File: config.mk
export PLATFORM = sky130hd
export DESIGN_NAME = fn_event_queue
export DESIGN_NICKNAME = d
export VERILOG_FILES = /design/src/rtl/fnq_pkg.sv /design/src/rtl/fnq_hp_seq.sv /design/src/rtl/fnq_store.sv /design/src/rtl/fnq_fmt.sv /design/src/rtl/fn_event_queue.sv
export SDC_FILE = /design/constraint.sdc
export NUM_CORES = 2
export LEC_CHECK = 0
export BUFFER_PORTS_ARGS = -buffer_cell sky130_fd_sc_hd__buf_4
export CORE_MARGIN = 10
export CORE_UTILIZATION = 60
export DETAILED_ROUTE_END_ITERATION = 6
export PLACE_DENSITY = 0.79
export SYNTH_ARGS = -nofsm -noshare
export SYNTH_HDL_FRONTEND = slang
export SYNTH_SLANG_ARGS = --single-unit
export TNS_END_PERCENT = 100
File: constraint.sdc
create_clock -name clk -period 4.5 [get_ports clk]
set_input_delay 0.9 -clock clk [delete_from_list [all_inputs] [get_ports clk]]
set_output_delay 0.9 -clock clk [all_outputs]
set_load 0.01 [all_outputs]
File: src/rtl/fnq_pkg.sv
package fnq_pkg;
    localparam int FID_W     = 32;
    localparam int FH_W      = 32;
    localparam int CODE_W    = 16;
    localparam int ADDR_W    = 64;
    localparam int QUAL_W    = 32;
    localparam int PAYLOAD_W = CODE_W + FID_W + FH_W + ADDR_W + QUAL_W;
    localparam int TAIL_W    = ADDR_W + QUAL_W;
    localparam int HDR_BYTES = 4;
    localparam int RSP_BYTES = HDR_BYTES + PAYLOAD_W / 8;

    typedef enum logic [7:0] {
        RSP_NONE  = 8'd0,
        RSP_ERR   = 8'd1,
        RSP_AVAIL = 8'd2
    } rsp_type_e;

    // hot-plug transition codes
    localparam logic [CODE_W-1:0] HP_RSV_TO_STBY = 16'h0301;
    localparam logic [CODE_W-1:0] HP_STBY_TO_CFG = 16'h0302;
    localparam logic [CODE_W-1:0] HP_CFG_TO_STBY = 16'h0303;
    localparam logic [CODE_W-1:0] HP_STBY_TO_RSV = 16'h0304;

    typedef struct packed {
        logic              is_err;
        logic [CODE_W-1:0] code;
        logic [FID_W-1:0]  fid;
        logic [FH_W-1:0]   fh;
        logic [ADDR_W-1:0] addr;
        logic [QUAL_W-1:0] qual;
    } evt_rec_t;
endpackage

File: src/rtl/fnq_hp_seq.sv
module fnq_hp_seq
    import fnq_pkg::*;
(
    input  logic              clk,
    input  logic              rst_n,
    input  logic              plug_i,
    input  logic              unplug_i,
    input  logic              cfg_i,
    input  logic [FID_W-1:0]  fid_i,
    input  logic [FH_W-1:0]   fh_i,
    output logic              wr_o,
    output logic [CODE_W-1:0] code_o,
    output logic [FID_W-1:0]  fid_o,
    output logic [FH_W-1:0]   fh_o,
    output logic              unconfig_o
);
    typedef struct packed {
        logic              pend;
        logic [CODE_W-1:0] code;
        logic [FID_W-1:0]  fid;
        logic [FH_W-1:0]   fh;
        logic              unconfig;
    } seq_st_t;

    seq_st_t st_d, st_q;

    always_comb begin
        st_d          = st_q;
        st_d.unconfig = 1'b0;
        wr_o          = 1'b0;
        code_o        = '0;
        fid_o         = fid_i;
        fh_o          = fh_i;
        if (st_q.pend) begin
            // second record of a pair; new requests are ignored here
            wr_o      = 1'b1;
            code_o    = st_q.code;
            fid_o     = st_q.fid;
            fh_o      = st_q.fh;
            st_d.pend = 1'b0;
        end else if (plug_i) begin
            wr_o      = 1'b1;
            code_o    = HP_RSV_TO_STBY;
            st_d.pend = 1'b1;
            st_d.code = HP_STBY_TO_CFG;
            st_d.fid  = fid_i;
            st_d.fh   = fh_i;
        end else if (unplug_i) begin
            wr_o = 1'b1;
            if (cfg_i) begin
                code_o        = HP_CFG_TO_STBY;
                st_d.unconfig = 1'b1;
                st_d.pend     = 1'b1;
                st_d.code     = HP_STBY_TO_RSV;
                st_d.fid      = fid_i;
                st_d.fh       = fh_i;
            end else begin
                code_o = HP_STBY_TO_RSV;
            end
        end
    end

    always_ff @(posedge clk) begin
        if (!rst_n) st_q <= '0;
        else        st_q <= st_d;
    end

    assign unconfig_o = st_q.unconfig;
endmodule

File: src/rtl/fnq_store.sv
module fnq_store
    import fnq_pkg::*;
#(
    parameter int DEPTH = 8
) (
    input  logic     clk,
    input  logic     rst_n,
    input  logic     wr_i,
    input  evt_rec_t wr_rec_i,
    input  logic     rd_i,
    output evt_rec_t head_o,
    output logic     empty_o,
    output logic     accept_o,
    output logic     ovf_o
);
    localparam int PTR_W = (DEPTH > 1) ? $clog2(DEPTH) : 1;
    localparam int CNT_W = $clog2(DEPTH + 1);
    localparam logic [PTR_W-1:0] LAST = PTR_W'(DEPTH - 1);

    typedef struct packed {
        evt_rec_t [DEPTH-1:0] mem;
        logic [PTR_W-1:0]     wp;
        logic [PTR_W-1:0]     rp;
        logic [CNT_W-1:0]     cnt;
        logic                 ovf;
    } store_st_t;

    store_st_t st_d, st_q;
    logic      rd_hit;
    logic      full;

    always_comb begin
        st_d     = st_q;
        rd_hit   = rd_i && (st_q.cnt != '0);
        full     = (st_q.cnt == CNT_W'(DEPTH));
        accept_o = wr_i && (!full || rd_hit);
        if (wr_i && !accept_o) st_d.ovf = 1'b1;
        if (accept_o) begin
            st_d.mem[st_q.wp] = wr_rec_i;
            st_d.wp = (st_q.wp == LAST) ? '0 : st_q.wp + 1'b1;
        end
        if (rd_hit) st_d.rp = (st_q.rp == LAST) ? '0 : st_q.rp + 1'b1;
        case ({accept_o, rd_hit})
            2'b10:   st_d.cnt = st_q.cnt + 1'b1;
            2'b01:   st_d.cnt = st_q.cnt - 1'b1;
            default: st_d.cnt = st_q.cnt;
        endcase
    end

    always_ff @(posedge clk) begin
        if (!rst_n) st_q <= '0;
        else        st_q <= st_d;
    end

    assign head_o  = st_q.mem[st_q.rp];
    assign empty_o = (st_q.cnt == '0);
    assign ovf_o   = st_q.ovf;
endmodule

File: src/rtl/fnq_fmt.sv
module fnq_fmt
    import fnq_pkg::*;
(
    input  logic                 valid_i,
    input  evt_rec_t             rec_i,
    output logic [7:0]           type_o,
    output logic [PAYLOAD_W-1:0] data_o
);
    always_comb begin
        if (!valid_i) begin
            type_o = RSP_NONE;
            data_o = '0;
        end else if (rec_i.is_err) begin
            type_o = RSP_ERR;
            data_o = {rec_i.code, rec_i.fid, rec_i.fh, rec_i.addr, rec_i.qual};
        end else begin
            type_o = RSP_AVAIL;
            data_o = {rec_i.code, rec_i.fid, rec_i.fh, {TAIL_W{1'b0}}};
        end
    end
endmodule

File: src/rtl/fn_event_queue.sv
module fn_event_queue
    import fnq_pkg::*;
#(
    parameter int DEPTH = 8
) (
    input  logic                 clk,
    input  logic                 rst_n,
    input  logic                 push_i,
    input  logic                 push_err_i,
    input  logic [31:0]          push_fid_i,
    input  logic [31:0]          push_fh_i,
    input  logic [15:0]          push_code_i,
    input  logic [63:0]          push_addr_i,
    input  logic [31:0]          push_qual_i,
    input  logic                 plug_i,
    input  logic                 unplug_i,
    input  logic                 hp_cfg_i,
    input  logic [31:0]          hp_fid_i,
    input  logic [31:0]          hp_fh_i,
    output logic                 unconfig_o,
    output logic                 notify_o,
    input  logic                 pop_i,
    output logic                 have_event_o,
    output logic                 rsp_valid_o,
    output logic [7:0]           rsp_type_o,
    output logic [15:0]          rsp_len_o,
    output logic [175:0]         rsp_data_o,
    output logic                 ovf_o
);
    typedef struct packed {
        logic                 rsp_valid;
        logic [7:0]           rsp_type;
        logic [PAYLOAD_W-1:0] rsp_data;
        logic                 notify;
    } top_st_t;

    top_st_t              st_d, st_q;
    logic                 seq_wr;
    logic [CODE_W-1:0]    seq_code;
    logic [FID_W-1:0]     seq_fid;
    logic [FH_W-1:0]      seq_fh;
    evt_rec_t             wr_rec;
    logic                 wr_en;
    evt_rec_t             head;
    logic                 empty;
    logic                 accept;
    logic [7:0]           fmt_type;
    logic [PAYLOAD_W-1:0] fmt_data;

    fnq_hp_seq u_seq (
        .clk        (clk),
        .rst_n      (rst_n),
        .plug_i     (plug_i),
        .unplug_i   (unplug_i),
        .cfg_i      (hp_cfg_i),
        .fid_i      (hp_fid_i),
        .fh_i       (hp_fh_i),
        .wr_o       (seq_wr),
        .code_o     (seq_code),
        .fid_o      (seq_fid),
        .fh_o       (seq_fh),
        .unconfig_o (unconfig_o)
    );

    // sequencer owns the write port when it writes; producer push is lost
    always_comb begin
        wr_en = seq_wr || push_i;
        if (seq_wr) begin
            wr_rec = '{is_err: 1'b0, code: seq_code, fid: seq_fid,
                       fh: seq_fh, addr: '0, qual: '0};
        end else begin
            wr_rec = '{is_err: push_err_i, code: push_code_i, fid: push_fid_i,
                       fh: push_fh_i, addr: push_addr_i, qual: push_qual_i};
        end
    end

    fnq_store #(.DEPTH(DEPTH)) u_store (
        .clk      (clk),
        .rst_n    (rst_n),
        .wr_i     (wr_en),
        .wr_rec_i (wr_rec),
        .rd_i     (pop_i),
        .head_o   (head),
        .empty_o  (empty),
        .accept_o (accept),
        .ovf_o    (ovf_o)
    );

    fnq_fmt u_fmt (
        .valid_i (!empty),
        .rec_i   (head),
        .type_o  (fmt_type),
        .data_o  (fmt_data)
    );

    always_comb begin
        st_d           = st_q;
        st_d.rsp_valid = pop_i;
        st_d.notify    = accept;
        if (pop_i) begin
            st_d.rsp_type = fmt_type;
            st_d.rsp_data = fmt_data;
        end
    end

    always_ff @(posedge clk) begin
        if (!rst_n) st_q <= '0;
        else        st_q <= st_d;
    end

    assign notify_o     = st_q.notify;
    assign have_event_o = !empty;
    assign rsp_valid_o  = st_q.rsp_valid;
    assign rsp_type_o   = st_q.rsp_type;
    assign rsp_data_o   = st_q.rsp_data;
    assign rsp_len_o    = 16'(RSP_BYTES);
endmodule

==> impl_metrics.yaml <==
pwr:
  sequentialPowerShare_pct: 44.2
  cellPowerDensity_nw_per_um2: 450
  pwr-share-comb_pct: 15.2
  swShare_pct: 27.4
  ir_worst_vdd_mv: 0.466
  p_sw_mw: 9.74
  p_int_mw: 25.8
  p_clk_share_pct: 40.6
  p_leak_nw: 26.1
sta:
  relSlewSlack_pct: 25.5
  tns_ns: 0
  tightest_slew_ns: 1.11
  max_freq_mhz: 335
  fin_skew_ns: 0.0268
  finalSetupViolations: 0
  slew_viol_final: 0
  hold_viol: 0
  period_minus_slack_ns: 2.98
  min_period_over_period_pct: 66.3
  rsz0062_at_grt: "no"
global_routing:
  grt_antenna_before_repair: 2
  grt_max_degree: 189
  grt_remaining_overflow: 0
  grt_pass1_wl_mm: 325
  grt_pass1_vias: 58800
  grtUsageTotal_pct: 30.6
floorplan:
  coreArea_sq_um: 117000
  die_area_sq_um: 132000
  die_h_microns: 363
  ios: 453
  die_x_microns: 363
  num_rows: 125
  initial_core_util_pct: 60.6
placement:
  dp_hpwl_mm: 118
  place.gp.congestion: 0.801
  dp_cells: 9470
  port_buffers: 430
route:
  drtPass1Iterations: 7
  routedWlPerCell_microns: 21.6
  drc: 1
  drt_iter0_markers: 7070
  routed_via_density: 6.12
  routed_wl_mm: 211
  drtAntennaViolNets: 0
  vias: 59800
synth:
  synthTopCellsByArea: "dfxtp_1 47%, nand2_1 17%, mux4_2 11%, a21oi_1 11%, mux2i_1 3.5%"
  synth_ff_type: "dfxtp_1"
  yosysTopAreaCell: "dfxtp_1"
  yosysWarnings: 0
  synth_edf_count: 0
  async_flop_share_pct: 0
  synth_top_area_share_pct: 47.4
  syn-cell-area_sq_um: 70700
  yosysSeqAreaShare_pct: 47.4
  synth_cell_types: 59
  synth.avg_cell_area_sq_um: 8.61
  synth_cells: 8218
  yosys_register_bits: 1676
clock_tree:
  cts_buffer_depth: 3
  cts_setup_buffers: 0
  cts.htree.levels: 4
  cts_sinks: 1676
  ctsHoldBuffers: 0
  clkTransAtPathRegs_ns: 0.06
  root_buffer: "clkbuf_16"
  cts_tree: "built"
  clock_latency_ns: 0.77
  cts_buffers: 169
  cts-resized-gates: 0
worst_setup_path:
  start_kind: "register"
  path_buf_inv: 1
  critical_path.max_stage_delay_ns: 0.84
  r2r_slack_ns: 1.52
  cp_cell_sequence: "buf_12, mux4_2, mux2i_1, o21ai_0"
  required_ns: 5.14
  worstSetupPathType: "reg -> reg"
  crit_path_top_delay_cell: "dfxtp_4"
  cp_top_family: "multiplexers"
  cp.arrival_ns: 3.63
  path_max_fanout: 99
  end_kind: "register"
final_layout:
  area_delta_synth_final_pct: 11.7
  postLayoutCoreUtil_pct: 67.7
  n_fill_cell: 8973
  final_nets: 8372
  layout-drive-gt1-share_pct: 14.6
  finalNonFillerCells: 9768
outcome:
  status: "complete, but fails checks"
  violations: "DRC"
job:
  maxCapViolCount: 0
hold_path:
  hold_class: "in -> reg"
## cell families after synthesis
group / after synthesis / synth area share [%]
AO/OA/AOI/OAI: 1760 / 12.9
XOR/XNOR: 3 / 0.0372
adder cells (fa/ha/maj): 7 / 0.124
buffers and inverters: 820 / 6.20
flip-flops: 1676 / 47.4
multiplexers: 600 / 14.7
other: 2 / 0.0106
AND/OR/NAND/NOR: 3350 / 18.5
## flip-flops by register name, summed over array words and instances (netlist names)
name              count
notify_o              1
rsp_data_o          176
rsp_type_o            2
rsp_valid_o           1
u_seq.st_q           68
u_seq.unconfig_o      1
u_store.ovf_o         1
u_store.st_q       1426
## synthesized netlist by cell type, drive strengths merged, types with 3 or more instances
cell type	count
and2	109
a211oi	17
nor3b	3
nand2	3114
nor2	33
or3	4
buf	462
o211ai	3
o21ai	180
mux4	353
clkbuf	355
or2	3
nor2b	5
o211a	3
xor2	3
ha	7
nand3	3
o2111ai	3
mux2i	246
o2111a	3
nor4	65
dfxtp	1676
a21oi	1540
## power by group through the flow
stage	registers [mW]	logic [mW]	clock network, mW
2_1_floorplan	15.8	3.89	0
3_3_place_gp	16.0	5.26	0
3_5_place_dp	16.0	5.33	0
4_1_cts	15.7	5.35	14.5
5_1_grt	15.7	5.74	15.1
6_report	15.7	5.40	14.4
## worst paths after layout
path	startpoint	to	depth (start not counted)
worst max-delay path	u_store.st_q[5]	rsp_data_o[30]	4
worst min-delay path	hp_fh_i[10]	u_seq.st_q[11]	3
worst max register to register	u_store.st_q[5]	rsp_data_o[30]	4
worst min register to register	u_store.st_q[647]	u_store.st_q[647]	2
## routing by layer
metal  routed length (microns)  vias up  GRT usage [%]
li1                          -    27200              -
met1                     83100    28900           39.9
met2                     99200     3186           49.8
met3                     21000      504           5.92
met4                      7890        2           12.5
met5                         7        -              0
## layout make-up
type / instances / area, sq um / share of cell area, %
antenna: 3 / 7.51 / 0.00951
clock buffer: 259 / 5230 / 6.62
timing repair buffer: 525 / 4740 / 6.01
clock inverter: 36 / 498 / 0.631
multi-input combinational: 5742 / 33000 / 41.8
tap: 1524 / 1910 / 2.41
inverter: 3 / 18.8 / 0.0238
sequential: 1676 / 33600 / 42.5
## placed cells by master (no fill, tap or decap), drive strengths merged, types with 33 or more instances in the layout
master / n
a21oi: 1540
and2: 109
buf: 525
clkbuf: 259
dfxtp: 1676
mux2i: 246
mux4: 353
nand2: 3114
nor2: 33
nor4: 65
o21ai: 180
## per-stage QoR
| step | worst slack [ns] | hold slack, ns | cell area (sq um) | total power, mW |
|---|---|---|---|---|
| final | 1.52 | 0.382 | 79000 | 35.5 |
| after global routing | 1.40 | 0.375 | 79000 | 36.6 |
| after CTS | 1.55 | 0.345 | 79000 | 35.5 |
| after detailed placement | 1.04 | 0.444 | 73200 | 21.3 |
| after global placement | 1.11 | 0.435 | 73200 | 21.2 |
| after floorplan | 1.28 | 0.431 | 70800 | 19.7 |
## worst reg2reg max path: stages (launching register included)
cell,delay (ns)
dfxtp_4,0.84
buf_12,0.65
mux4_2,0.74
mux2i_1,0.50
o21ai_0,0.14
(Power assumes the default switching activity.)
